<file path="config.mk">
export PLATFORM = sky130hd
export DESIGN_NAME = wdk_top
export DESIGN_NICKNAME = d
export VERILOG_FILES = /design/src/rtl/wdk_pkg.sv /design/src/rtl/wdk_regs.sv /design/src/rtl/wdk_main_cnt.sv /design/src/rtl/wdk_pd_cnt.sv /design/src/rtl/wdk_top.sv
export SDC_FILE = /design/constraint.sdc
export NUM_CORES = 1
export LEC_CHECK = 0
export ABC_AREA = 1
export BUFFER_PORTS_ARGS = -buffer_cell sky130_fd_sc_hd__buf_2
export CORE_MARGIN = 4
export CORE_UTILIZATION = 56
export CTS_BUF_LIST = sky130_fd_sc_hd__clkbuf_4 sky130_fd_sc_hd__clkbuf_8 sky130_fd_sc_hd__clkbuf_16
export CTS_CLUSTER_DIAMETER = 150
export DETAILED_ROUTE_END_ITERATION = 8
export HOLD_SLACK_MARGIN = 0.12
export PLACE_DENSITY_LB_ADDON = 0.2
export SETUP_SLACK_MARGIN = 0.5
export SYNTH_ARGS = -nofsm -noshare
export SYNTH_HDL_FRONTEND = slang
export SYNTH_SLANG_ARGS = --single-unit
</file>
<file path="constraint.sdc">
create_clock -name clk -period 1.5 [get_ports clk]
set_input_delay 0.225 -clock clk [delete_from_list [all_inputs] [get_ports clk]]
set_output_delay 0.225 -clock clk [all_outputs]
set_load 0.005 [all_outputs]
</file>
<file path="src/rtl/wdk_pkg.sv">
package wdk_pkg;

    localparam int DATA_W = 16;
    localparam int TMO_W  = 8;
    localparam int LEAD_W = 8;
    localparam int ADDR_W = 2;

    localparam logic [DATA_W-1:0] KEY_FIRST  = 16'h5555;
    localparam logic [DATA_W-1:0] KEY_SECOND = 16'hAAAA;

    typedef enum logic [ADDR_W-1:0] {
        RA_CTRL = 2'd0,
        RA_SVC  = 2'd1,
        RA_ICR  = 2'd2,
        RA_MISC = 2'd3
    } reg_addr_e;

    typedef struct packed {
        logic [TMO_W-1:0] tmo;
        logic             ext_sel;
        logic             en;
    } ctrl_t;

    typedef struct packed {
        logic [LEAD_W-1:0] lead;
        logic              stat;
        logic              irq_en;
    } icr_t;

    typedef struct packed {
        logic             load;
        logic [TMO_W-1:0] val;
    } reload_t;

    function automatic logic [DATA_W-1:0] ctrl_word(ctrl_t c);
        return {c.tmo, {(DATA_W-TMO_W-2){1'b0}}, c.ext_sel, c.en};
    endfunction

    function automatic logic [DATA_W-1:0] icr_word(icr_t i);
        return {i.lead, {(DATA_W-LEAD_W-2){1'b0}}, i.stat, i.irq_en};
    endfunction

endpackage

</file>
<file path="src/rtl/wdk_regs.sv">
module wdk_regs
    import wdk_pkg::*;
(
    input  logic              clk,
    input  logic              rst,
    input  logic              wr_en,
    input  logic [ADDR_W-1:0] addr,
    input  logic [DATA_W-1:0] wdata,
    input  logic              pre_hit,
    output ctrl_t             ctrl,
    output icr_t              icr,
    output logic              pd_en,
    output reload_t           rld,
    output logic [DATA_W-1:0] rdata
);

    logic wr_ctrl, wr_svc, wr_icr, wr_misc;
    logic armed;
    logic start_load, svc_ok, stat_set;

    assign wr_ctrl = wr_en && (addr == RA_CTRL);
    assign wr_svc  = wr_en && (addr == RA_SVC);
    assign wr_icr  = wr_en && (addr == RA_ICR);
    assign wr_misc = wr_en && (addr == RA_MISC);

    assign svc_ok     = wr_svc && armed && (wdata == KEY_SECOND);
    assign start_load = wr_ctrl && wdata[0] && !ctrl.en;
    assign stat_set   = pre_hit && icr.irq_en;

    always_comb begin
        rld.load = svc_ok || start_load;
        rld.val  = start_load ? wdata[DATA_W-1 -: TMO_W] : ctrl.tmo;
    end

    always_ff @(posedge clk) begin
        if (rst) begin
            ctrl  <= '0;
            icr   <= '0;
            pd_en <= 1'b1;
            armed <= 1'b0;
        end else begin
            if (wr_ctrl) begin
                ctrl.tmo     <= wdata[DATA_W-1 -: TMO_W];
                ctrl.ext_sel <= wdata[1];
                ctrl.en      <= ctrl.en | wdata[0];
            end
            if (wr_icr) begin
                icr.lead   <= wdata[DATA_W-1 -: LEAD_W];
                icr.irq_en <= wdata[0];
            end
            if (stat_set)
                icr.stat <= 1'b1;
            else if (wr_icr && wdata[1])
                icr.stat <= 1'b0;
            if (wr_misc && !wdata[0])
                pd_en <= 1'b0;
            if (wr_svc)
                armed <= (wdata == KEY_FIRST);
        end
    end

    always_comb begin
        case (reg_addr_e'(addr))
            RA_CTRL: rdata = ctrl_word(ctrl);
            RA_ICR:  rdata = icr_word(icr);
            RA_MISC: rdata = {{(DATA_W-1){1'b0}}, pd_en};
            default: rdata = '0;
        endcase
    end

    p_en_sticky_r4: assert property (@(posedge clk) disable iff (rst)
        ctrl.en |=> ctrl.en);

    p_pd_off_r9: assert property (@(posedge clk) disable iff (rst)
        !pd_en |=> !pd_en);

    p_w1c_r7: assert property (@(posedge clk) disable iff (rst)
        (wr_icr && wdata[1] && !stat_set) |=> !icr.stat);

endmodule

</file>
<file path="src/rtl/wdk_main_cnt.sv">
module wdk_main_cnt
    import wdk_pkg::*;
(
    input  logic              clk,
    input  logic              rst,
    input  logic              en,
    input  logic              tick,
    input  logic              fired,
    input  reload_t           rld,
    input  logic [LEAD_W-1:0] lead,
    output logic              expire,
    output logic              pre_hit
);

    logic [TMO_W-1:0] cnt;
    logic             live;

    assign live    = en && tick && !fired && !rld.load;
    assign expire  = live && (cnt == '0);
    assign pre_hit = live && (LEAD_W'(cnt) == lead);

    always_ff @(posedge clk) begin
        if (rst)
            cnt <= '0;
        else if (!fired) begin
            if (rld.load)
                cnt <= rld.val;
            else if (en && tick && cnt != '0)
                cnt <= cnt - 1'b1;
        end
    end

    p_reload_r3: assert property (@(posedge clk) disable iff (rst)
        (rld.load && !fired) |=> (cnt == $past(rld.val)));

endmodule

</file>
<file path="src/rtl/wdk_pd_cnt.sv">
module wdk_pd_cnt #(
    parameter int PD_TICKS = 32
) (
    input  logic clk,
    input  logic rst,
    input  logic pd_en,
    input  logic tick,
    input  logic fired,
    output logic expire
);

    localparam int PW = (PD_TICKS > 1) ? $clog2(PD_TICKS) : 1;
    localparam logic [PW-1:0] START = PW'(PD_TICKS - 1);

    logic [PW-1:0] cnt;

    assign expire = pd_en && tick && !fired && (cnt == '0);

    always_ff @(posedge clk) begin
        if (rst)
            cnt <= START;
        else if (pd_en && tick && !fired && cnt != '0)
            cnt <= cnt - 1'b1;
    end

    p_pd_hold_r9: assert property (@(posedge clk) disable iff (rst)
        (!pd_en || !tick) |=> $stable(cnt));

endmodule

</file>
<file path="src/rtl/wdk_top.sv">
module wdk_top
    import wdk_pkg::*;
#(
    parameter int PD_TICKS = 32
) (
    input  logic        clk,
    input  logic        rst,
    input  logic        tick_en,
    input  logic        wr_en,
    input  logic [1:0]  addr,
    input  logic [15:0] wdata,
    output logic [15:0] rdata,
    output logic        irq,
    output logic        int_rst_req,
    output logic        ext_rst_n
);

    ctrl_t   ctrl;
    icr_t    icr;
    reload_t rld;
    logic    pd_en, pre_hit, main_exp, pd_exp;
    logic    fired_q, ext_q;

    wdk_regs u_regs (
        .clk(clk), .rst(rst), .wr_en(wr_en), .addr(addr), .wdata(wdata),
        .pre_hit(pre_hit), .ctrl(ctrl), .icr(icr), .pd_en(pd_en),
        .rld(rld), .rdata(rdata)
    );

    wdk_main_cnt u_main (
        .clk(clk), .rst(rst), .en(ctrl.en), .tick(tick_en), .fired(fired_q),
        .rld(rld), .lead(icr.lead), .expire(main_exp), .pre_hit(pre_hit)
    );

    wdk_pd_cnt #(.PD_TICKS(PD_TICKS)) u_pd (
        .clk(clk), .rst(rst), .pd_en(pd_en), .tick(tick_en),
        .fired(fired_q), .expire(pd_exp)
    );

    always_ff @(posedge clk) begin
        if (rst) begin
            fired_q <= 1'b0;
            ext_q   <= 1'b0;
        end else if (!fired_q && (main_exp || pd_exp)) begin
            fired_q <= 1'b1;
            ext_q   <= ctrl.ext_sel;
        end
    end

    assign int_rst_req = fired_q && !ext_q;
    assign ext_rst_n   = !(fired_q && ext_q);
    assign irq         = icr.stat;

    p_hold_r10: assert property (@(posedge clk) disable iff (rst)
        (int_rst_req || !ext_rst_n) |=> ($stable(int_rst_req) && $stable(ext_rst_n)));

    p_excl_r5: assert property (@(posedge clk) disable iff (rst)
        !(int_rst_req && !ext_rst_n));

    p_lead0_r6: assert property (@(posedge clk) disable iff (rst)
        (main_exp && icr.irq_en && icr.lead == '0) |=> (irq && (int_rst_req || !ext_rst_n)));

endmodule

</file>
**After elaboration in Yosys (flattened, before gate mapping)**

Index checks and enable logic that the tools add are counted.

- Register bits after elaboration: 37
- Output and inout bits: 19
- Word-level logic and storage cells: 68

- $add $sub $neg: 2
- Equality and inequality tests: 6
- Multiplexer cells: 6
- Bitwise gates (word level): 2
- Reductions and logical operators: 40

Operator list:

| operator | count |
|---|---|
| case mux 16 bit (3 select lines) | 1 |
| logical AND 1 bit | 24 |
| two-way mux 8 bit | 3 |
| == test 16 x 15 -> 1 bit (second input constant) | 1 |
| == test 16 bit (second input constant) | 1 |
| == test 8 bit | 1 |
| logical NOT 8 bit | 1 |
| nonzero test 8 bit | 1 |
| subtractor 8 x 1 -> 8 bit (second input constant) | 1 |
| logical NOT 1 bit | 6 |
| logical NOT 5 bit | 1 |
| nonzero test 5 bit | 1 |
| subtractor 5 x 1 -> 5 bit (second input constant) | 1 |
| == test 2 bit (second input constant) | 2 |
| nonzero test 2 bit | 2 |
| == test 2 x 1 -> 1 bit (second input constant) | 1 |
| logical NOT 2 bit | 1 |
| logical OR 1 bit | 2 |
| two-way mux 1 bit | 2 |
| AND reduction 2 bit | 1 |
| NOT 1 bit | 1 |
| bitwise OR 1 bit | 1 |

**Depth between registers and ports, before layout**

- Depth after elaboration: 10
- Depth in mapped cells: 11

**Hierarchy**

Synthesis repeated with hierarchy kept, for this count alone.

- Cells, all modules: 347
- Area total of the unflattened synthesis: 2347.3 um^2

By module, submodules not included:

| module | instances | cells an instance | area each (um^2) | seq. area each (um^2) |
|---|---|---|---|---|
| wdk_regs | 1 | 174 | 1243.7 | 440.4 |
| wdk_main_cnt | 1 | 107 | 681.9 | 160.2 |
| wdk_pd_cnt | 1 | 51 | 320.3 | 100.1 |
| wdk_top | 1 | 15 | 101.3 | 40.0 |

**Worst setup path before layout**

OpenSTA, ideal clock, no wires.

- Path type: reg2reg
- From: reg u_main.cnt[0]
- To: reg u_main.cnt[2]
- Library setup time: 68 ps
- Arrival time: 1270 ps
- Required time: 1432 ps
- Path slack: 161 ps
- Stages on the path, launching flop included: 10
- Buffers on the path: 1
- Path through: dfxtp_1 > inv_1 > ha_1 > nand2_1 > o21bai_1 > nand3_2 > nand2_2 > buf_6 > nand2_1 > a21oi_2

- Longest elaborated chain between the ends: 4

Ends and longest elaborated chain:

| item | RTL line | RTL |
|---|---|---|
| from (decl) | wdk_main_cnt.sv:15 | `logic [TMO_W-1:0] cnt;` |
| from (signal assigned) | wdk_main_cnt.sv:27 | `cnt <= rld.val;` |
| from (signal assigned) | wdk_main_cnt.sv:29 | `cnt <= cnt - 1'b1;` |
| parallel branches: the longest is 4 deep, another holds subtractor 8 x 1 -> 8 bit | n/a |  |

Several ways; the timed one is not identified. The select of a mux whose other input is x is not followed.
A chain may end at the register's enable or synchronous reset.

**Worst setup path in the final report**

- From: reg u_regs.armed
- To: reg u_main.cnt[0]

- Longest elaborated chain between the ends: 5

Ends and longest elaborated chain:

| item | RTL line | RTL |
|---|---|---|
| from (decl) | wdk_regs.sv:18 | `logic armed;` |
| from (signal assigned) | wdk_regs.sv:58 | `armed <= (wdata == KEY_FIRST);` |
| logical AND 1 bit * (2 in series) | wdk_regs.sv:26 | `assign svc_ok = wr_svc && armed && (wdata == KEY_SECOND);` |
| logical OR 1 bit * | wdk_regs.sv:31 | `rld.load = svc_ok \|\| start_load;` |
| nonzero test 2 bit (no source line) | n/a |  |
| AND reduction 2 bit (no source line) | n/a |  |

Every way passes the cells marked *; elsewhere a longest branch is shown, timed or not.

==> results.toml <==
[drt]
first_iter_violations = 287
wl_per_cell_um = 16.4
drc = 0
ant_nets = 0
vias_per_cell = 5.78
first_pass_iters = 5
vias = 2745
wl_um = 7770

[worst_setup_path]
worstSetupEndpointType = "register"
cp_max_fo = 5
crit_type = "register to register"
critPathLaunchType = "register"
cp.required_ns = 1.72
arrival_ns = 1.65

[timing]
report.final.slew_viol_count = 0
fin_crit_ns = 1.43
finalSetupViolCount = 0
finalHoldViolCount = 0
fin_tns_setup_ns = 0
rsz0062_at_grt = "yes"
finalCritPeriodShare = 0.953
fin_worst_skew_ns = 0.00404
fmax_mhz = 700

[clocking]
clockRootBuffer = "clkbuf_8"
ctsHoldBuffers = 0
htree_levels = 2
clk_path_buf_depth = 2
insertion_delay_ns = 0.29
cts_sinks = 37
clk_pin_slew_worst_paths_ns = 0.08
cts_tree = "yes"
cts_inserted_buffers = 5

[grt]
grt_pass1_vias = 2452
track_usage = 0.278
grt_pass1_wl_um = 11400
grt_start_max_net_pins = 22
grt_overflow = 0
antenna_found_initial = 0

[synth]
ys_seq_elements = 37
yosys_warnings = 0
synth.cell_area_um2 = 2270
syn_inst = 358
ys_types = 32
synth_seq_area_share = 0.326
synth_area_per_cell_um2 = 6.35

[place]
hpwl_um = 4460
routabilityCongestion = 0.879
port_buffers = 34
placedCellCount = 447

[final_layout]
final_cells = 475
synthToLayoutAreaGrowth_pct = 40.7
drive_above_1_share = 0.368
fillers = 206
final_common_cell = "nand2_1"
post-route-util = 0.842
final_nets = 452
num_antenna_cells = 0
final_cell_mix = "83 x nand2_1, 38 x inv_1, 32 x nor2_1"

[pwr]
leakagePower_nw = 1.54
p_int_w = 0.00163
clockPowerShare = 0.295
powerDensity_nw_per_um2 = 754
swShare = 0.325
sequentialPowerShare = 0.443
combPwrFrac = 0.262
power.net_switching_w = 0.000784
peakVddDrop_mv = 0.689
total_power_w = 0.00241

[die]
floorplan.core_area_um2 = 3800
start_util = 0.598
die_w_um = 71.7
rows = 22
die_h_um = 71.7
ios = 41
die-area_um2 = 5140

[flow_run]
cap_violations = 0

[outcome]
outcome = "complete, no violations"

[hold_path]
min_path_type = "input port to register"
## final cells by class
type,count,area [um^2],area share
sequential,37,766,0.239
clock buffer,6,76.3,0.0239
multi-input combinational,265,1530,0.479
timing repair buffer,66,509,0.159
timing repair inverter,1,7.51,0.00235
inverter,50,238,0.0743
tap,48,60.1,0.0188
clock inverter,2,10.0,0.00313
## metrics by stage
step	worst slack, ns	cell area (um^2)	hold slack [ns]
6_report	0.0706	3200	0.215
5_1_grt	-0.00625	3200	0.244
4_1_cts	0.214	3020	0.231
3_5_place_dp	-0.0472	2640	0.454
3_3_place_gp	0.00542	2640	0.447
2_1_floorplan	0.252	2380	0.350
## path summary, 6_finish.rpt
| path | slack, ns | from | cells after the start | end |
|---|---|---|---|---|
| worst min register to register | 0.46 | u_pd.cnt[0] | 1 | u_pd.cnt[0] |
| worst max-delay path | 0.07 | u_regs.armed | 10 | u_main.cnt[0] |
| worst max register to register | 0.07 | u_regs.armed | 10 | u_main.cnt[0] |
| worst min-delay path | 0.21 | wdata[11] | 3 | u_regs.icr[5] |
## flip-flops by register name, indices dropped and copies added (netlist names)
name          cells
u_regs.pd_en      1
u_regs.ctrl      10
fired_q           1
u_regs.armed      1
u_pd.cnt          5
u_main.cnt        8
ext_q             1
u_regs.icr       10
## repair_timing
item	in CTS	in global routing
pin swaps	26	10
gates cloned	3	1
endpoints found under the setup margin	39	43
resized for setup	67	37
buffers inserted	11	5
## worst max-delay path, stage by stage (launching register included)
cell	delay [ns]
dfxtp_2	0.33
nand2_1	0.05
inv_1	0.06
nand2_1	0.05
nor2_2	0.16
nand3_4	0.19
nand2_2	0.18
nand2_1	0.07
o21ai_1	0.08
nor2_1	0.07
nor2_1	0.12
## power groups by stage
stage | Clock [W] | Combinational, W | Sequential (W)
floorplan | 0 | 0.000327 | 0.00108
global placement | 0 | 0.000455 | 0.00109
detailed placement | 0 | 0.000464 | 0.00109
CTS | 0.000700 | 0.000553 | 0.00107
global route | 0.000759 | 0.000694 | 0.00107
finish | 0.000710 | 0.000633 | 0.00107
## Yosys cell counts
library cell  instances  share of area
nand2_1              97           0.16
inv_1                49          0.081
nor2_1               40          0.066
dfxtp_1              37           0.33
o21ai_0              33          0.073
a21oi_1              24          0.053
nand3_1              17          0.037
buf_4                 6          0.020
xor2_1                6          0.023
nand2_2               5          0.014
o21ai_1               5          0.011
clkbuf_1              4         0.0066
ha_1                  4          0.022
a21oi_2               3          0.012
buf_6                 3          0.015
nand4_1               3         0.0083
nor4_1                3         0.0083
nand3_2               2         0.0088
nor2_2                2         0.0055
nor3_1                2         0.0044
o22ai_1               2         0.0055
a22o_1                1         0.0039
buf_2                 1         0.0022
conb_1                1         0.0017
inv_2                 1         0.0017
nand3_4               1         0.0077
nand3b_1              1         0.0033
nor2_4                1         0.0050
o21ai_2               1         0.0039
o21bai_1              1         0.0033
o221ai_1              1         0.0039
o41ai_1               1         0.0039
## per-layer routing
metal  global-route usage  wire, um  share of wire
met1                0.361      2920           0.38
met2                0.466      3750           0.48
met3               0.0463       884           0.11
met4               0.0877       211          0.027
met5                    0         0              0
## cell families after synthesis
kind of cell / share of synthesized area
buffers and inverters: 0.126
flip-flops: 0.326
other: 0.00165
AO/OA/AOI/OAI: 0.172
AND/OR/NAND/NOR: 0.329
adder cells (fa/ha/maj): 0.0220
XOR/XNOR: 0.0231
(Power assumes the default switching activity.)
